--- config.mk ---
export PLATFORM = sky130hd
export DESIGN_NAME = msix_ctrl
export DESIGN_NICKNAME = d
export VERILOG_FILES = /design/src/rtl/msix_pkg.sv /design/src/rtl/msix_vec_table.sv /design/src/rtl/msix_pend_use.sv /design/src/rtl/msix_sweep.sv /design/src/rtl/msix_msg_out.sv /design/src/rtl/msix_ctrl.sv
export SDC_FILE = /design/constraint.sdc
export NUM_CORES = 2
export LEC_CHECK = 0
export BUFFER_PORTS_ARGS = -buffer_cell sky130_fd_sc_hd__buf_4
export CAP_MARGIN = 20
export CORE_MARGIN = 10
export CORE_UTILIZATION = 57
export CTS_BUF_LIST = sky130_fd_sc_hd__clkbuf_4 sky130_fd_sc_hd__clkbuf_8 sky130_fd_sc_hd__clkbuf_16
export DETAILED_ROUTE_END_ITERATION = 10
export GPL_ROUTABILITY_DRIVEN = 1
export PLACE_DENSITY = 0.86
export RECOVER_POWER = 50
export SYNTH_ARGS = -nofsm -noshare
export SYNTH_HDL_FRONTEND = slang
export SYNTH_HIERARCHICAL = 1
export SYNTH_SLANG_ARGS = --single-unit
--- constraint.sdc ---
create_clock -name clk_i -period 3.58 [get_ports clk_i]
set_clock_uncertainty 0.2 [all_clocks]
set_input_delay 0.179 -clock clk_i [delete_from_list [all_inputs] [get_ports clk_i]]
set_output_delay 0.179 -clock clk_i [all_outputs]
set_load 0.05 [all_outputs]
--- src/rtl/msix_pkg.sv ---
package msix_pkg;
  typedef enum logic [1:0] {
    SP_TABLE = 2'd0,
    SP_PEND  = 2'd1,
    SP_CTRL  = 2'd2
  } space_e;

  localparam int CtlEnBit   = 0;
  localparam int CtlMallBit = 1;
  localparam int CtlSizeLsb = 16;
  localparam int CtlSizeW   = 11;

  localparam logic [1:0] WordAddrLo = 2'd0;
  localparam logic [1:0] WordAddrHi = 2'd1;
  localparam logic [1:0] WordData   = 2'd2;
  localparam logic [1:0] WordVctl   = 2'd3;

  // pending array is sized in 64-bit multiples, read as 32-bit words
  function automatic int pend_words(input int n);
    return ((n + 63) / 64) * 2;
  endfunction
endpackage

--- src/rtl/msix_vec_table.sv ---
module msix_vec_table
  import msix_pkg::*;
#(
  parameter int NUM_VEC = 8,
  localparam int VW = (NUM_VEC > 1) ? $clog2(NUM_VEC) : 1
) (
  input  logic               clk_i,
  input  logic               rst_ni,
  input  logic               wr_en_i,
  input  logic [VW-1:0]      wr_vec_i,
  input  logic [1:0]         wr_word_i,
  input  logic [31:0]        wr_data_i,
  input  logic [VW-1:0]      rd_vec_i,
  input  logic [1:0]         rd_word_i,
  output logic [31:0]        rd_data_o,
  input  logic [VW-1:0]      msg_vec_i,
  output logic [63:0]        msg_addr_o,
  output logic [31:0]        msg_data_o,
  output logic [NUM_VEC-1:0] mask_o
);
  logic [63:0] addr_q [NUM_VEC];
  logic [31:0] data_q [NUM_VEC];
  logic        mask_q [NUM_VEC];

  for (genvar v = 0; v < NUM_VEC; v++) begin : g_ent
    logic hit;
    assign hit = wr_en_i && (wr_vec_i == VW'(v));
    always_ff @(posedge clk_i or negedge rst_ni) begin
      if (!rst_ni) begin
        addr_q[v] <= '0;
        data_q[v] <= '0;
        mask_q[v] <= 1'b1;
      end else if (hit) begin
        unique case (wr_word_i)
          WordAddrLo: addr_q[v][31:0]  <= wr_data_i;
          WordAddrHi: addr_q[v][63:32] <= wr_data_i;
          WordData:   data_q[v]        <= wr_data_i;
          default:    mask_q[v]        <= wr_data_i[0];
        endcase
      end
    end
    assign mask_o[v] = mask_q[v];
  end

  always_comb begin
    rd_data_o = '0;
    if (int'(rd_vec_i) < NUM_VEC) begin
      unique case (rd_word_i)
        WordAddrLo: rd_data_o = addr_q[rd_vec_i][31:0];
        WordAddrHi: rd_data_o = addr_q[rd_vec_i][63:32];
        WordData:   rd_data_o = data_q[rd_vec_i];
        default:    rd_data_o = {31'b0, mask_q[rd_vec_i]};
      endcase
    end
  end

  always_comb begin
    msg_addr_o = '0;
    msg_data_o = '0;
    if (int'(msg_vec_i) < NUM_VEC) begin
      msg_addr_o = addr_q[msg_vec_i];
      msg_data_o = data_q[msg_vec_i];
    end
  end
endmodule

--- src/rtl/msix_pend_use.sv ---
module msix_pend_use #(
  parameter int NUM_VEC = 8,
  parameter int CNT_W   = 4,
  localparam int VW = (NUM_VEC > 1) ? $clog2(NUM_VEC) : 1
) (
  input  logic               clk_i,
  input  logic               rst_ni,
  input  logic               use_valid_i,
  input  logic [VW-1:0]      use_vec_i,
  input  logic               rel_valid_i,
  input  logic [VW-1:0]      rel_vec_i,
  input  logic               set_en_i,
  input  logic [VW-1:0]      set_vec_i,
  input  logic               clr_en_i,
  input  logic [VW-1:0]      clr_vec_i,
  output logic [NUM_VEC-1:0] pend_o,
  output logic [NUM_VEC-1:0] used_o
);
  localparam logic [CNT_W-1:0] CntMax = '1;

  logic [CNT_W-1:0] cnt_q  [NUM_VEC];
  logic             pend_q [NUM_VEC];

  for (genvar v = 0; v < NUM_VEC; v++) begin : g_vec
    logic inc, dec, to_zero, clr, set;
    assign inc     = use_valid_i && (use_vec_i == VW'(v)) && (cnt_q[v] != CntMax);
    assign dec     = rel_valid_i && (rel_vec_i == VW'(v)) && (cnt_q[v] != '0);
    assign to_zero = dec && !inc && (cnt_q[v] == CNT_W'(1));
    assign clr     = to_zero || (clr_en_i && (clr_vec_i == VW'(v)));
    assign set     = set_en_i && (set_vec_i == VW'(v));

    always_ff @(posedge clk_i or negedge rst_ni) begin
      if (!rst_ni) begin
        cnt_q[v]  <= '0;
        pend_q[v] <= 1'b0;
      end else begin
        if (inc && !dec)      cnt_q[v] <= cnt_q[v] + CNT_W'(1);
        else if (dec && !inc) cnt_q[v] <= cnt_q[v] - CNT_W'(1);
        if (clr)      pend_q[v] <= 1'b0;
        else if (set) pend_q[v] <= 1'b1;
      end
    end

    assign pend_o[v] = pend_q[v];
    assign used_o[v] = (cnt_q[v] != '0);
  end

  // a pending vector is always a claimed vector
  p_pend_used_r10: assert property (@(posedge clk_i) disable iff (!rst_ni)
    (pend_o & ~used_o) == '0);
endmodule

--- src/rtl/msix_sweep.sv ---
module msix_sweep #(
  parameter int NUM_VEC = 8,
  localparam int VW = (NUM_VEC > 1) ? $clog2(NUM_VEC) : 1
) (
  input  logic          clk_i,
  input  logic          rst_ni,
  input  logic          start_i,
  input  logic          step_i,
  output logic          busy_o,
  output logic [VW-1:0] idx_o
);
  logic          busy_q;
  logic [VW-1:0] idx_q;

  always_ff @(posedge clk_i or negedge rst_ni) begin
    if (!rst_ni) begin
      busy_q <= 1'b0;
      idx_q  <= '0;
    end else if (start_i) begin
      busy_q <= 1'b1;
      idx_q  <= '0;
    end else if (busy_q && step_i) begin
      if (idx_q == VW'(NUM_VEC - 1)) busy_q <= 1'b0;
      else                           idx_q  <= idx_q + VW'(1);
    end
  end

  assign busy_o = busy_q;
  assign idx_o  = idx_q;

  p_idx_range_r8: assert property (@(posedge clk_i) disable iff (!rst_ni)
    busy_q |-> (int'(idx_q) < NUM_VEC));
endmodule

--- src/rtl/msix_msg_out.sv ---
module msix_msg_out (
  input  logic        clk_i,
  input  logic        rst_ni,
  input  logic        load_i,
  input  logic [63:0] addr_i,
  input  logic [31:0] data_i,
  output logic        valid_o,
  input  logic        ready_i,
  output logic [63:0] addr_o,
  output logic [31:0] data_o
);
  logic        valid_q;
  logic [63:0] addr_q;
  logic [31:0] data_q;

  always_ff @(posedge clk_i or negedge rst_ni) begin
    if (!rst_ni) begin
      valid_q <= 1'b0;
      addr_q  <= '0;
      data_q  <= '0;
    end else if (load_i && !valid_q) begin
      valid_q <= 1'b1;
      addr_q  <= addr_i;
      data_q  <= data_i;
    end else if (valid_q && ready_i) begin
      valid_q <= 1'b0;
    end
  end

  assign valid_o = valid_q;
  assign addr_o  = addr_q;
  assign data_o  = data_q;

  p_no_overwrite_r12: assert property (@(posedge clk_i) disable iff (!rst_ni)
    load_i |-> !valid_q);

  p_hold_r12: assert property (@(posedge clk_i) disable iff (!rst_ni)
    (valid_q && !ready_i) |=> (valid_q && $stable(addr_q) && $stable(data_q)));
endmodule

--- src/rtl/msix_ctrl.sv ---
module msix_ctrl
  import msix_pkg::*;
#(
  parameter int NUM_VEC = 8,
  parameter int CNT_W   = 4,
  localparam int VW = (NUM_VEC > 1) ? $clog2(NUM_VEC) : 1,
  localparam int AW = VW + 4
) (
  input  logic          clk_i,
  input  logic          rst_ni,
  input  logic          reg_req_i,
  input  logic          reg_we_i,
  input  logic [1:0]    reg_space_i,
  input  logic [AW-1:0] reg_addr_i,
  input  logic [31:0]   reg_wdata_i,
  output logic          reg_gnt_o,
  output logic [31:0]   reg_rdata_o,
  input  logic          ntf_valid_i,
  input  logic [VW-1:0] ntf_vec_i,
  output logic          ntf_ready_o,
  input  logic          use_valid_i,
  input  logic [VW-1:0] use_vec_i,
  input  logic          rel_valid_i,
  input  logic [VW-1:0] rel_vec_i,
  output logic          msg_valid_o,
  input  logic          msg_ready_i,
  output logic [63:0]   msg_addr_o,
  output logic [31:0]   msg_data_o,
  output logic          intx_deassert_o
);
  localparam int PW = pend_words(NUM_VEC);
  localparam int PB = PW * 32;

  logic en_q, mall_q, intx_q;
  logic func_mask, out_free;
  logic sweep_busy, sweep_start, sw_step, sw_flush;
  logic [VW-1:0] sweep_idx;
  logic [NUM_VEC-1:0] vec_mask, pend, used;
  logic wr_acc, tbl_wr, ctl_wr, tbl_vec_ok, tw_flush;
  logic [VW-1:0] tbl_vec, flush_vec, msg_vec;
  logic [1:0] tbl_word;
  logic new_en, new_fm;
  logic ntf_ok, ntf_acc, ntf_masked;
  logic flush, msg_load;
  logic [31:0] tbl_rdata;
  logic [63:0] ent_addr;
  logic [31:0] ent_data;
  logic [PB-1:0] pend_pad;
  logic [AW-3:0] pend_widx;

  assign func_mask = !en_q || mall_q;
  assign out_free  = !msg_valid_o;

  // sweep and a held message stall the register port and notify
  assign reg_gnt_o   = reg_req_i && !sweep_busy && out_free;
  assign ntf_ready_o = !sweep_busy && out_free && !reg_req_i;

  assign wr_acc     = reg_gnt_o && reg_we_i;
  assign tbl_vec    = reg_addr_i[AW-1:4];
  assign tbl_word   = reg_addr_i[3:2];
  assign tbl_vec_ok = int'(tbl_vec) < NUM_VEC;
  assign tbl_wr     = wr_acc && (space_e'(reg_space_i) == SP_TABLE) && tbl_vec_ok;
  assign ctl_wr     = wr_acc && (space_e'(reg_space_i) == SP_CTRL);

  assign new_en      = reg_wdata_i[CtlEnBit];
  assign new_fm      = !new_en || reg_wdata_i[CtlMallBit];
  assign sweep_start = ctl_wr && new_en && func_mask && !new_fm;

  assign ntf_ok     = int'(ntf_vec_i) < NUM_VEC;
  assign ntf_acc    = ntf_valid_i && ntf_ready_o && ntf_ok && used[ntf_vec_i];
  assign ntf_masked = func_mask || vec_mask[ntf_vec_i];

  // per-entry unmask of a pending vector
  assign tw_flush = tbl_wr && (tbl_word == WordVctl) && !func_mask
                    && vec_mask[tbl_vec] && !reg_wdata_i[0] && pend[tbl_vec];

  assign sw_step  = sweep_busy && out_free;
  assign sw_flush = sw_step && pend[sweep_idx] && !vec_mask[sweep_idx];

  assign flush     = tw_flush || sw_flush;
  assign flush_vec = sweep_busy ? sweep_idx : tbl_vec;
  assign msg_vec   = flush ? flush_vec : ntf_vec_i;
  assign msg_load  = (flush && used[flush_vec]) || (ntf_acc && !ntf_masked);

  always_ff @(posedge clk_i or negedge rst_ni) begin
    if (!rst_ni) begin
      en_q   <= 1'b0;
      mall_q <= 1'b0;
      intx_q <= 1'b0;
    end else begin
      intx_q <= ctl_wr && new_en;
      if (ctl_wr) begin
        en_q   <= new_en;
        mall_q <= reg_wdata_i[CtlMallBit];
      end
    end
  end
  assign intx_deassert_o = intx_q;

  msix_vec_table #(.NUM_VEC(NUM_VEC)) u_table (
    .clk_i      (clk_i),
    .rst_ni     (rst_ni),
    .wr_en_i    (tbl_wr),
    .wr_vec_i   (tbl_vec),
    .wr_word_i  (tbl_word),
    .wr_data_i  (reg_wdata_i),
    .rd_vec_i   (tbl_vec),
    .rd_word_i  (tbl_word),
    .rd_data_o  (tbl_rdata),
    .msg_vec_i  (msg_vec),
    .msg_addr_o (ent_addr),
    .msg_data_o (ent_data),
    .mask_o     (vec_mask)
  );

  msix_pend_use #(.NUM_VEC(NUM_VEC), .CNT_W(CNT_W)) u_pend (
    .clk_i       (clk_i),
    .rst_ni      (rst_ni),
    .use_valid_i (use_valid_i),
    .use_vec_i   (use_vec_i),
    .rel_valid_i (rel_valid_i),
    .rel_vec_i   (rel_vec_i),
    .set_en_i    (ntf_acc && ntf_masked),
    .set_vec_i   (ntf_vec_i),
    .clr_en_i    (flush),
    .clr_vec_i   (flush_vec),
    .pend_o      (pend),
    .used_o      (used)
  );

  msix_sweep #(.NUM_VEC(NUM_VEC)) u_sweep (
    .clk_i   (clk_i),
    .rst_ni  (rst_ni),
    .start_i (sweep_start),
    .step_i  (out_free),
    .busy_o  (sweep_busy),
    .idx_o   (sweep_idx)
  );

  msix_msg_out u_out (
    .clk_i   (clk_i),
    .rst_ni  (rst_ni),
    .load_i  (msg_load),
    .addr_i  (ent_addr),
    .data_i  (ent_data),
    .valid_o (msg_valid_o),
    .ready_i (msg_ready_i),
    .addr_o  (msg_addr_o),
    .data_o  (msg_data_o)
  );

  assign pend_pad  = PB'(pend);
  assign pend_widx = reg_addr_i[AW-1:2];

  always_comb begin
    reg_rdata_o = '0;
    unique case (space_e'(reg_space_i))
      SP_TABLE: reg_rdata_o = tbl_rdata;
      SP_PEND: begin
        for (int w = 0; w < PW; w++) begin
          if (int'(pend_widx) == w) reg_rdata_o = pend_pad[w*32 +: 32];
        end
      end
      SP_CTRL: begin
        reg_rdata_o[CtlEnBit]                  = en_q;
        reg_rdata_o[CtlMallBit]                = mall_q;
        reg_rdata_o[CtlSizeLsb +: CtlSizeW]    = CtlSizeW'(NUM_VEC - 1);
      end
      default: reg_rdata_o = '0;
    endcase
  end

  p_sweep_unmasked_r8: assert property (@(posedge clk_i) disable iff (!rst_ni)
    sweep_busy |-> !func_mask);

  p_masked_parks_r5: assert property (@(posedge clk_i) disable iff (!rst_ni)
    (ntf_acc && ntf_masked) |=> !msg_valid_o);

  p_unmasked_sends_r6: assert property (@(posedge clk_i) disable iff (!rst_ni)
    (ntf_acc && !ntf_masked) |=> msg_valid_o);
endmodule

==> summary.txt <==
Worst setup path
  • Crit-path max FO: 15
  • R2R depth: 10
  • CP Data Required Time: 3.93 ns
  • WP data arrival: 3.87 ns
  • CP Class: flip-flop to flip-flop
  • CP Capture Type: flip-flop
  • Startpoint Class: flip-flop

Floorplanning
  • Core footprint: 0.0841 sq mm
  • Chip height: 312 um
  • Die W: just over 300 um
  • Row count: 106
  • Num ports: 190
  • Die Footprint: 0.0972 sq mm
  • Starting density of the core: 0.577

Routing
  • Drc violations: 0
  • Detailed Routing Iterations Pass 1: 5
  • Via/cell ratio: 6.65
  • WL final: 132000 um
  • Initial DRC count: 2677
  • Antenna Violating Nets Remaining: 0
  • Vias: ~30000
  • Average wire per standard cell: roughly 29 um

Logic synthesis
  • Sequential-to-total area share from yosys stat: 0.475
  • Number of flops mapped to enable cells by yosys: 0
  • Synth cell types: 56
  • Cells after synthesis: ~3100
  • Synth Register Bits: between 900 and 1000
  • Synth top area cells: dfrtp_1, mux2_2, mux4_2, mux2i_1, mux2_4
  • Dominant cell type by area after synthesis: dfrtp_1
  • Yosys warning total: 6
  • Async SR Flop Fraction: 1.00
  • Mapped Area: 0.0485 sq mm
  • Top cells by count, synth: dfrtp_1, mux2_2, mux4_2
  • Mapped Nets: 3233
  • Ys flop type: dfrtp_1
  • Most instantiated library cell after synthesis: dfrtp_1
  • Mean Syn Cell Area: 15.5 sq um
  • Share of the synthesized area in the top cell type: 0.470

Pwr
  • Leak: 26.2 nW
  • P per Cell Area: 531 mW/mm^2
  • Worst VDD drop: 428 uV

STA
  • Minimum hold slack: -0.0523 ns
  • Relative slew slack: -0.523
  • Final WS setup: 0.0615 ns
  • Worst-Margin Slew: between 2 and 2.5 ns
  • Final Hold Viols: 54
  • Setup TNS after final layout: 0 ns
  • Maximum achievable frequency: 284 MHz
  • Slew Viols, Final: 552
  • Final setup vio count: 0
  • Final period utilization: 0.983
  • Minimum clock period: 3.52 ns

Placed design
  • Port Buf Inserts: 187
  • Gp weighted congestion: 0.811
  • Inst Count DP: around 4300
  • Placed wire-length estimate: 81500 um
  • Post-placement setup slack: 0.0557 ns

Layout
  • Non-Filler Instances: 4578
  • Nets@finish: 3462
  • Filler Cell Count: 5626
  • Area grow syn2layout: 15.2%
  • Layout cell share with drive strength beyond 1: 0.536
  • Finished Core Util: 0.665

Global routing
  • Vias in the first global route: 32700
  • Largest net degree at the start of global routing: between 100 and 150
  • First-pass GRT wire length: ~200000 um
  • Grt ovf: 0
  • Antenna violations before repair: 1
  • GR Util All Layers: 0.267

Status
  • Status: finished, violations left
  • Failing checks: hold timing, capacitance limit, slew limit

Clock network
  • CTS sink cnt: 920
  • Maximum clock path buffer count: 3
  • Max H-tree Level: 3
  • Clk Latency, worst-skew pair: 0.70 ns
  • CTS Buf Count: 98
  • Clock slew at reported path FFs: 0.06 ns
  • Root Driver: clkbuf_16
  • CTS tree: done

Flow run
  • Maxcap violations: 11

Worst hold path
  • Hold Path Class: primary input to asynchronous set/reset pin
## critical path, cell delays in order, from the launching register on
cell      delay [ns]
dfstp_2         0.58
inv_1           0.05
a311oi_1        0.34
o32ai_2         0.15
a41oi_4         0.22
mux2_8          0.46
buf_16          0.19
buf_12          0.17
mux4_2          0.43
mux2_4          0.32
mux2_4          0.26
## cell families (layout without fill, tap and decap cells)
family | Yosys count | after routing | share of synthesized area
AOI/OAI and AO/OA | 122 | 122 | 0.0185
xor gates and xnor gates | 32 | 32 | 0.00577
DFF | 920 | 920 | 0.475
muxes | 1485 | 1485 | 0.436
buffers and inverters | 305 | 617 | 0.0291
other | 0 | 1 | 0
and+or+nand+nor | 223 | 223 | 0.0250
adders and majority gates | 44 | 44 | 0.0113
## where the power goes
group / internal (mW) / switching, mW
Sequential: 11.4 / 0.940
Clock: 6.35 / 4.44
Combinational: 2.89 / 3.65
## area by class of cell
class	count	area, sq um	share of cell area
diodes	1	2.50	0.0000447
clock inverters	35	500	0.00895
flip-flops and latches	920	23000	0.412
inverters	32	120	0.00215
repair buffers	402	3530	0.0632
multi-input cells	1906	24300	0.434
well taps	1134	1420	0.0254
clock buffers	148	3030	0.0541
## worst paths after layout
| kind | start | endpoint | slack (ns) |
|---|---|---|---|
| min in group clk_i | ntf_valid_i | u_pend/pend_o[1]$_DFFE_PN0P_ | 0.02 |
| hold / removal | rst_ni | u_table/addr_q[164]$_DFFE_PN0P_ | -0.05 |
| max in group asynchronous | rst_ni | u_table/addr_q[507]$_DFFE_PN0P_ | 0.62 |
| setup reg to reg | u_table/mask_o[1]$_DFFE_PN1P_ | u_out/addr_o[44]$_DFFE_PN0P_ | 0.06 |
| hold reg to reg | u_pend/cnt_q[31]$_DFFE_PN0P_ | u_pend/cnt_q[31]$_DFFE_PN0P_ | 0.30 |
| setup / recovery | u_table/mask_o[1]$_DFFE_PN1P_ | u_out/addr_o[44]$_DFFE_PN0P_ | 0.06 |
## metal layers
metal,track usage,wire length (um),share of wire,vias to the layer above
met5,0,0,0,-
met2,0.440,65300,0.50,1348
li1,-,-,-,12400
met3,0.0519,10200,0.078,323
met1,0.343,50400,0.38,16400
met4,0.114,5650,0.043,0
## stage by stage
step / power [mW] / hold slack (ns) / cell area, sq um
after CTS: 29.9 / 0.0208 / 56300
final: 29.7 / -0.0523 / 55900
after floorplan: 16.9 / -0.317 / 48800
after global routing: 30.8 / 0.00207 / 55900
after global placement: 18.8 / 0.124 / 52100
after detailed placement: 19.0 / 0.127 / 52100
## layout by cell type, fill, tap and decap left out, types with 18 or more instances in the layout
cell type,count
clkbuf_16,98
dfrtp_1,906
xor2_1,24
mux4_2,392
o22a_1,32
o21ai_0,43
and2_1,22
clkbuf_4,18
mux2_2,909
inv_1,31
ha_1,44
buf_12,45
mux2_4,42
mux2i_1,116
mux2_1,23
dlygate4sd3_1,65
clkbuf_1,77
clkbuf_8,33
nand2_1,35
nand2b_1,18
buf_4,197
nor2_1,40
## timing repair
action / 4_1_cts / 5_1_grt
buffers inserted: 0 / 8
resized for setup: 0 / 14
hold buffers: 65 / 0
endpoints found under the setup margin: 0 / 11
hold endpoints to repair: 1222 / 0
## state kept, by name, summed over array words and instances (netlist names), 3 cells and up
name            flops
u_table/addr_q    512
u_table/data_q    256
u_out/addr_o       64
u_out/data_o       32
u_pend/cnt_q       32
u_pend/pend_o       8
u_table/mask_o      8
u_sweep/idx_o       3
(Power assumes the default switching activity.)
